`config.mk`:
```
export PLATFORM = sky130hd
export DESIGN_NAME = rtc_calendar
export DESIGN_NICKNAME = d
export VERILOG_FILES = /design/src/rtl/rtc_cal_pkg.sv /design/src/rtl/rtc_next_sec.sv /design/src/rtl/rtc_dst_adj.sv /design/src/rtl/rtc_byte_enc.sv /design/src/rtl/rtc_byte_dec.sv /design/src/rtl/rtc_calendar.sv
export SDC_FILE = /design/constraint.sdc
export NUM_CORES = 1
export LEC_CHECK = 0
export ABC_AREA = 1
export CAP_MARGIN = 25
export CELL_PAD_IN_SITES_DETAIL_PLACEMENT = 1
export CELL_PAD_IN_SITES_GLOBAL_PLACEMENT = 2
export CORE_MARGIN = 2
export CORE_UTILIZATION = 25
export DETAILED_ROUTE_END_ITERATION = 16
export DONT_BUFFER_PORTS = 1
export PLACE_DENSITY = 0.67
export REMOVE_ABC_BUFFERS = 1
export SETUP_SLACK_MARGIN = 0.2
export SLEW_MARGIN = 20
export SYNTH_ARGS = -nofsm -noshare
export SYNTH_HDL_FRONTEND = slang
export SYNTH_SLANG_ARGS = --single-unit
```
`constraint.sdc`:
```
create_clock -name clk -period 7.4 [get_ports clk]
set_input_delay 1.48 -clock clk [delete_from_list [all_inputs] [get_ports clk]]
set_output_delay 1.48 -clock clk [all_outputs]
set_load 0.03 [all_outputs]
```
`src/rtl/rtc_cal_pkg.sv`:
```
package rtc_cal_pkg;
    localparam int BYTE_W    = 8;
    localparam int VAL_W     = 7;
    localparam int NFIELD    = 7;
    localparam int SEL_W     = 3;

    localparam int F_SEC = 0;
    localparam int F_MIN = 1;
    localparam int F_HR  = 2;
    localparam int F_DOW = 3;
    localparam int F_DOM = 4;
    localparam int F_MON = 5;
    localparam int F_YR  = 6;

    localparam int SEC_LIM  = 60;
    localparam int MIN_LIM  = 60;
    localparam int HR_LIM   = 24;
    localparam int HALF_DAY = 12;
    localparam int WEEK_LEN = 7;
    localparam int MON_LIM  = 12;
    localparam int YR_LIM   = 100;

    localparam int DST_SPRING_MON  = 4;
    localparam int DST_FALL_MON    = 10;
    localparam int DST_HOUR        = 2;
    localparam int SUNDAY          = 1;
    localparam int FIRST_WEEK_LAST = 7;
    localparam int LAST_WEEK_FIRST = 25;

    typedef logic [NFIELD-1:0][VAL_W-1:0]  tvec_t;
    typedef logic [NFIELD-1:0][BYTE_W-1:0] bvec_t;

    typedef enum logic [2:0] {
        ST_IDLE,
        ST_COUNT,
        ST_DST,
        ST_COPY,
        ST_DONE
    } upd_state_t;

    function automatic logic [VAL_W-1:0] month_days(input logic [VAL_W-1:0] mon,
                                                    input logic [VAL_W-1:0] yr);
        logic [VAL_W-1:0] d;
        case (mon)
            7'd2:                   d = (yr[1:0] == 2'b00) ? 7'd29 : 7'd28;
            7'd4, 7'd6, 7'd9, 7'd11: d = 7'd30;
            default:                d = 7'd31;
        endcase
        return d;
    endfunction

    function automatic logic [BYTE_W-1:0] to_bcd(input logic [VAL_W-1:0] v);
        logic [3:0] tens;
        logic [3:0] ones;
        tens = 4'(v / 7'd10);
        ones = 4'(v % 7'd10);
        return {tens, ones};
    endfunction

    function automatic logic [VAL_W-1:0] from_bcd(input logic [BYTE_W-1:0] b);
        return 7'(b[7:4]) * 7'd10 + 7'(b[3:0]);
    endfunction
endpackage

```
`src/rtl/rtc_next_sec.sv`:
```
module rtc_next_sec
    import rtc_cal_pkg::*;
(
    input  tvec_t cur,
    output tvec_t nxt
);
    logic [VAL_W-1:0] last_day;

    assign last_day = month_days(cur[F_MON], cur[F_YR]);

    always_comb begin
        nxt = cur;
        if (cur[F_SEC] != VAL_W'(SEC_LIM - 1)) begin
            nxt[F_SEC] = cur[F_SEC] + 7'd1;
        end else begin
            nxt[F_SEC] = '0;
            if (cur[F_MIN] != VAL_W'(MIN_LIM - 1)) begin
                nxt[F_MIN] = cur[F_MIN] + 7'd1;
            end else begin
                nxt[F_MIN] = '0;
                if (cur[F_HR] != VAL_W'(HR_LIM - 1)) begin
                    nxt[F_HR] = cur[F_HR] + 7'd1;
                end else begin
                    nxt[F_HR]  = '0;
                    nxt[F_DOW] = (cur[F_DOW] >= VAL_W'(WEEK_LEN)) ? 7'd1 : cur[F_DOW] + 7'd1;
                    if (cur[F_DOM] < last_day) begin
                        nxt[F_DOM] = cur[F_DOM] + 7'd1;
                    end else begin
                        nxt[F_DOM] = 7'd1;
                        if (cur[F_MON] < VAL_W'(MON_LIM)) begin
                            nxt[F_MON] = cur[F_MON] + 7'd1;
                        end else begin
                            nxt[F_MON] = 7'd1;
                            nxt[F_YR]  = (cur[F_YR] >= VAL_W'(YR_LIM - 1)) ? '0 : cur[F_YR] + 7'd1;
                        end
                    end
                end
            end
        end
    end
endmodule

```
`src/rtl/rtc_dst_adj.sv`:
```
module rtc_dst_adj
    import rtc_cal_pkg::*;
(
    input  tvec_t t_in,
    input  logic  dst_en,
    input  logic  fell_q,
    output tvec_t t_out,
    output logic  fell_d
);
    logic on_hour_mark;
    logic on_sunday;
    logic at_midnight;
    logic spring_hit;
    logic fall_hit;

    assign on_hour_mark = (t_in[F_HR] == VAL_W'(DST_HOUR)) && (t_in[F_MIN] == '0) && (t_in[F_SEC] == '0);
    assign at_midnight  = (t_in[F_HR] == '0) && (t_in[F_MIN] == '0) && (t_in[F_SEC] == '0);
    assign on_sunday    = (t_in[F_DOW] == VAL_W'(SUNDAY));
    assign spring_hit   = dst_en && on_sunday && on_hour_mark &&
                          (t_in[F_MON] == VAL_W'(DST_SPRING_MON)) &&
                          (t_in[F_DOM] <= VAL_W'(FIRST_WEEK_LAST));
    assign fall_hit     = dst_en && on_sunday && on_hour_mark && !fell_q &&
                          (t_in[F_MON] == VAL_W'(DST_FALL_MON)) &&
                          (t_in[F_DOM] >= VAL_W'(LAST_WEEK_FIRST));

    always_comb begin
        t_out  = t_in;
        fell_d = fell_q;
        if (spring_hit) begin
            t_out[F_HR] = VAL_W'(DST_HOUR + 1);
        end
        if (fall_hit) begin
            t_out[F_HR] = VAL_W'(DST_HOUR - 1);
            fell_d      = 1'b1;
        end
        if (at_midnight) begin
            fell_d = 1'b0;
        end
    end
endmodule

```
`src/rtl/rtc_byte_enc.sv`:
```
module rtc_byte_enc
    import rtc_cal_pkg::*;
(
    input  tvec_t t_in,
    input  logic  fmt_bin,
    input  logic  hour_24,
    output bvec_t bytes
);
    for (genvar i = 0; i < NFIELD; i++) begin : g_field
        if (i == F_HR) begin : g_hour
            logic             is_pm;
            logic [VAL_W-1:0] h12;
            logic [VAL_W-1:0] shown;
            logic [BYTE_W-1:0] code;
            always_comb begin
                is_pm = (t_in[i] >= VAL_W'(HALF_DAY));
                if (t_in[i] == '0)
                    h12 = VAL_W'(HALF_DAY);
                else if (t_in[i] > VAL_W'(HALF_DAY))
                    h12 = t_in[i] - VAL_W'(HALF_DAY);
                else
                    h12 = t_in[i];
                shown = hour_24 ? t_in[i] : h12;
                code  = fmt_bin ? {1'b0, shown} : to_bcd(shown);
                bytes[i] = (!hour_24 && is_pm) ? {1'b1, code[BYTE_W-2:0]} : code;
            end
        end else begin : g_plain
            always_comb begin
                bytes[i] = fmt_bin ? {1'b0, t_in[i]} : to_bcd(t_in[i]);
            end
        end
    end
endmodule

```
`src/rtl/rtc_byte_dec.sv`:
```
module rtc_byte_dec
    import rtc_cal_pkg::*;
(
    input  logic [BYTE_W-1:0] wbyte,
    input  logic [SEL_W-1:0]  sel,
    input  logic              fmt_bin,
    input  logic              hour_24,
    output logic [VAL_W-1:0]  val
);
    logic              hr12;
    logic [BYTE_W-1:0] body;
    logic [VAL_W-1:0]  mag;

    always_comb begin
        hr12 = (sel == SEL_W'(F_HR)) && !hour_24;
        body = hr12 ? {1'b0, wbyte[BYTE_W-2:0]} : wbyte;
        mag  = fmt_bin ? body[VAL_W-1:0] : from_bcd(body);
        if (!hr12)
            val = mag;
        else if (mag == VAL_W'(HALF_DAY))
            val = wbyte[BYTE_W-1] ? VAL_W'(HALF_DAY) : '0;
        else
            val = wbyte[BYTE_W-1] ? mag + VAL_W'(HALF_DAY) : mag;
    end
endmodule

```
`src/rtl/rtc_calendar.sv`:
```
module rtc_calendar
    import rtc_cal_pkg::*;
(
    input  logic        clk,
    input  logic        rst_n,
    input  logic        tick_1s,
    input  logic        fmt_bin,
    input  logic        hour_24,
    input  logic        dst_en,
    input  logic        hold_xfer,
    input  logic        wr_en,
    input  logic [2:0]  wr_sel,
    input  logic [7:0]  wr_data,
    output logic [7:0]  sec_o,
    output logic [7:0]  min_o,
    output logic [7:0]  hour_o,
    output logic [7:0]  dow_o,
    output logic [7:0]  dom_o,
    output logic [7:0]  mon_o,
    output logic [7:0]  year_o,
    output logic        upd_done
);
    upd_state_t        st_q, st_d;
    tvec_t             wk_q, step_t, adj_t;
    bvec_t             usr_q, enc_b;
    logic              fell_q, fell_nx;
    logic [VAL_W-1:0]  wr_val;
    logic              sel_ok;
    logic              wr_fire;

    assign sel_ok  = int'(wr_sel) < NFIELD;
    assign wr_fire = wr_en && hold_xfer && sel_ok && (st_q == ST_IDLE);

    rtc_next_sec u_next (.cur(wk_q), .nxt(step_t));

    rtc_dst_adj u_dst (
        .t_in(wk_q), .dst_en(dst_en), .fell_q(fell_q),
        .t_out(adj_t), .fell_d(fell_nx)
    );

    rtc_byte_enc u_enc (
        .t_in(wk_q), .fmt_bin(fmt_bin), .hour_24(hour_24), .bytes(enc_b)
    );

    rtc_byte_dec u_dec (
        .wbyte(wr_data), .sel(wr_sel), .fmt_bin(fmt_bin),
        .hour_24(hour_24), .val(wr_val)
    );

    // state register
    always_ff @(posedge clk or negedge rst_n) begin
        if (!rst_n) st_q <= ST_IDLE;
        else        st_q <= st_d;
    end

    // next-state logic
    always_comb begin
        st_d = st_q;
        unique case (st_q)
            ST_IDLE:  if (tick_1s) st_d = ST_COUNT;
            ST_COUNT: st_d = ST_DST;
            ST_DST:   st_d = ST_COPY;
            ST_COPY:  st_d = ST_DONE;
            ST_DONE:  st_d = ST_IDLE;
            default:  st_d = ST_IDLE;
        endcase
    end

    // working copy
    always_ff @(posedge clk or negedge rst_n) begin
        if (!rst_n) begin
            wk_q         <= '0;
            wk_q[F_DOW]  <= 7'd1;
            wk_q[F_DOM]  <= 7'd1;
            wk_q[F_MON]  <= 7'd1;
            fell_q       <= 1'b0;
        end else begin
            unique case (st_q)
                ST_IDLE:  if (wr_fire) wk_q[wr_sel] <= wr_val;
                ST_COUNT: wk_q <= step_t;
                ST_DST: begin
                    wk_q   <= adj_t;
                    fell_q <= fell_nx;
                end
                default: ;
            endcase
        end
    end

    // user copy
    always_ff @(posedge clk or negedge rst_n) begin
        if (!rst_n) begin
            usr_q        <= '0;
            usr_q[F_DOW] <= 8'h01;
            usr_q[F_DOM] <= 8'h01;
            usr_q[F_MON] <= 8'h01;
        end else if (wr_fire) begin
            usr_q[wr_sel] <= wr_data;
        end else if (st_q == ST_COPY && !hold_xfer) begin
            usr_q <= enc_b;
        end
    end

    // outputs
    always_comb begin
        upd_done = (st_q == ST_DONE);
        sec_o    = usr_q[F_SEC];
        min_o    = usr_q[F_MIN];
        hour_o   = usr_q[F_HR];
        dow_o    = usr_q[F_DOW];
        dom_o    = usr_q[F_DOM];
        mon_o    = usr_q[F_MON];
        year_o   = usr_q[F_YR];
    end


    done_single_chk: assert property (@(posedge clk) disable iff (!rst_n)
        upd_done |=> !upd_done);


    hold_freeze_chk: assert property (@(posedge clk) disable iff (!rst_n)
        (st_q == ST_COPY && hold_xfer) |=> $stable(usr_q));


    wr_ignore_chk: assert property (@(posedge clk) disable iff (!rst_n)
        (st_q == ST_IDLE && wr_en && !hold_xfer) |=> $stable(usr_q));


    dom_range_chk: assert property (@(posedge clk) disable iff (!rst_n)
        (st_q == ST_DST) |-> (wk_q[F_DOM] >= 7'd1 &&
                              wk_q[F_DOM] <= month_days(wk_q[F_MON], wk_q[F_YR])));


    hr12_nonzero_chk: assert property (@(posedge clk) disable iff (!rst_n)
        (upd_done && !$past(hour_24) && !$past(hold_xfer)) |-> (hour_o[6:0] != 7'd0));


    sec_step_chk: assert property (@(posedge clk) disable iff (!rst_n)
        (st_q == ST_COUNT) |=> (wk_q[F_SEC] == (($past(wk_q[F_SEC]) == 7'd59) ? 7'd0 : $past(wk_q[F_SEC]) + 7'd1)));
endmodule

```
==> flow_summary.toml <==
[critical_path]
cp.arrival_ns = 5.33
required_ns = 7.65
startpoint_type = "primary input"
crit_type = "in2reg"
crit_path_max_fanout = 6
crit_path_end_kind = "flop"
reg2reg_depth = 34

[clocking]
postCtsHoldBufs = 0
cts_resized = 0
clockBufferDepth = 2
cts_root_buffer = "clkbuf_16"
numCtsBuffers = 9
htreeDepth = 3
clk_pin_slew_worst_paths_ns = 0.09
cts_tree = "built"
post_cts_buffers = 0
cts.sinks = 109
clk_latency_ns = 0.39

[detailed_routing]
routed_via_density = 5.06
ant_nets = 0
drc_errors = 0
vias = 8706
first_pass_iters = 5
avgRoutedWirePerCell_um = 21.0
routed_wl_um = 36100
drt-initial-drc-count = 488

[timing]
period_needed_ns = 5.08
finalSetupViolations = 0
tightestPinTransition_ns = 0.918
period_share_pct = 68.7
fin_skew_ns = 0.0168
tns_ns = 0
fmaxAchievable_mhz = 197
slew_violations = 0
slew_headroom_pct = 38.3
fin_ws_ns = 2.32
finalHoldViolations = 0
rsz0062_at_grt = "false"

[global_routing]
overflow = 0
grt_max_degree = 110
grt_pass1_vias = 8905
grt_antenna_before_repair = 1
grt_pass1_wl_um = 55500
grt_use_total_pct = 20.2

[synthesis]
ys.flop_type = "dfrtp_1"
synth_compound_area_share_pct = 20.0
yosys-top-cells-count = "271 x nand2_1, 176 x inv_1, 137 x nor2_1, 103 x dfrtp_1, 85 x o21ai_0"
yosysMostFrequentCell = "nand2_1"
synth_seq_cells = 109
ys_warn_count = 0
synthMuxAreaShare_pct = 0.354
yosysSeqAreaShare_pct = 31.0
avgSynthCellArea_um2 = 6.99
synth_xor_xnor_area_share_pct = 3.36
synth.area.top_cells = "dfrtp_1 29%, nand2_1 12%, inv_1 7.5%, ha_1 7.1%, nor2_1 5.8%"
async_reset_ff_share_pct = 100
synth_cell_type_count = 58
synth_area_leader_cell = "dfrtp_1"
synth_top_area_share_pct = 29.2
synth_edf_count = 0
synth-simple-area-share_pct = 28.6
synthCells = 1264
synth_area_mm2 = 0.00883
synth_top_family_by_area = "simple AND/OR/NAND/NOR gates"
synthAdderAreaFrac_pct = 7.54

[run_status]
outcome = "completed"

[hold_path]
worstHoldPathType = "reg2reg"
worstHoldPathCells = 2

[finish]
fillers = 4307
nets = 1333
antenna_cells = 0
area_delta_synth_final_pct = 9.52
seq_area_mm2 = 0.00274
drive_above_1_share_pct = 8.45
multi_input_area_mm2 = 0.00529

[floorplan]
die_w_um = 192
pin_count = 76
core_area_mm2 = 0.0346
fp-row-count = 68
start_util_pct = 25.5
die_h_um = 192
die_area_mm2 = 0.0369

[pwr]
powerDensity_mw_per_mm2 = 559
vdd_ir_drop_max_v = 0.000206
p_leak_nw = 4.55
total_power_mw = 5.41

[job]
drv_cap = 0

[placed_design]
hpwl_um = 27100
gp_congestion = 0.857
pre_cts_ws_ns = 2.00
numPortBuffers = 0
## layout make-up
class                      instances  share of cell area [%]
clock buffer                       9                    2.33
sequential                       109                    28.3
clock inverter                     7                   0.711
inverter                         193                    7.49
multi-input combinational        941                    54.7
tap                              455                    5.88
timing repair buffer               8                   0.621
## critical path: stages
cell     delay (ns)
inv_1          0.04
nor3_1         0.55
nand2_1        0.22
nand2_1        0.18
inv_1          0.06
ha_1           0.27
ha_1           0.21
fa_1           0.48
inv_1          0.06
or2_2          0.29
nand3_1        0.06
o21ai_0        0.17
nor3_1         0.20
nand2_1        0.10
nor2_1         0.16
o21ai_0        0.11
nand2_1        0.18
inv_1          0.16
a32o_1         0.23
nand2_1        0.05
o21ai_0        0.08
## flip-flops by register name, indices dropped and copies added, names as in the netlist
register	flops
wk_q	49
dom_o	8
dow_o	8
hour_o	8
min_o	8
mon_o	8
sec_o	8
year_o	8
st_q	3
fell_q	1
## power by group
| part | switching, mW | total (mW) | internal [mW] |
|---|---|---|---|
| clock network | 0.283 | 0.521 | 0.238 |
| registers | 0.638 | 1.53 | 0.889 |
| logic | 2.22 | 3.36 | 1.13 |
| total | 3.15 | 5.41 | 2.26 |
## cells in the final DEF, fill, tap and decap left out, types with 7 or more instances in the layout
cell	instances
o22ai_1	7
nand3_2	12
nand4_1	15
a22oi_1	18
ha_1	50
inv_2	13
o211ai_1	17
a221oi_1	19
a21oi_1	66
buf_4	8
nand3_1	73
o21ai_0	84
xor2_1	30
nor3_1	21
clkbuf_16	9
o221ai_1	10
nor2_1	135
o21ai_1	12
inv_1	176
nand2_1	271
dfrtp_1	103
nand2_2	20
a31oi_1	18
## path summary, 6_finish.rpt
path                                       from                     to  slack, ns
setup / recovery                      wr_sel[1]   wk_q[31]$_DFFE_PN0P_       2.32
hold / removal             wk_q[21]$_DFFE_PN1P_   dow_o[0]$_DFFE_PN1P_       0.54
setup reg to reg           wk_q[16]$_DFFE_PN0P_  hour_o[1]$_DFFE_PN0P_       3.18
hold reg to reg            wk_q[21]$_DFFE_PN1P_   dow_o[0]$_DFFE_PN1P_       0.54
max in group asynchronous                 rst_n   dow_o[0]$_DFFE_PN1P_       6.30
min in group asynchronous                 rst_n   dom_o[3]$_DFFE_PN0P_       0.78
## cells by family after synthesis
kind of cell               count (synthesis)
AOI/OAI and AO/OA                        281
xor gates and xnor gates                  33
adders and majority gates                 52
buffers and inverters                    214
DFF                                      109
muxes                                      3
and+or+nand+nor                          572
## layer usage
metal,part of all wire [%],wire (um),GRT usage [%]
met1,48,17500,28.1
met2,46,16700,33.1
met3,4.2,1530,3.23
met4,1.2,445,3.70
met5,0,0,0
## per-stage QoR
step                      hold slack, ns  cells  util [%]  area, um^2
after floorplan                    0.496   1243         -        8740
after global placement             0.510   1706      27.1        9380
after detailed placement           0.525   1706      27.1        9380
after CTS                          0.538   1722      27.9        9670
after global routing               0.581   1722      27.9        9670
final                              0.536   1722      27.9        9670
(Power assumes the default switching activity.)
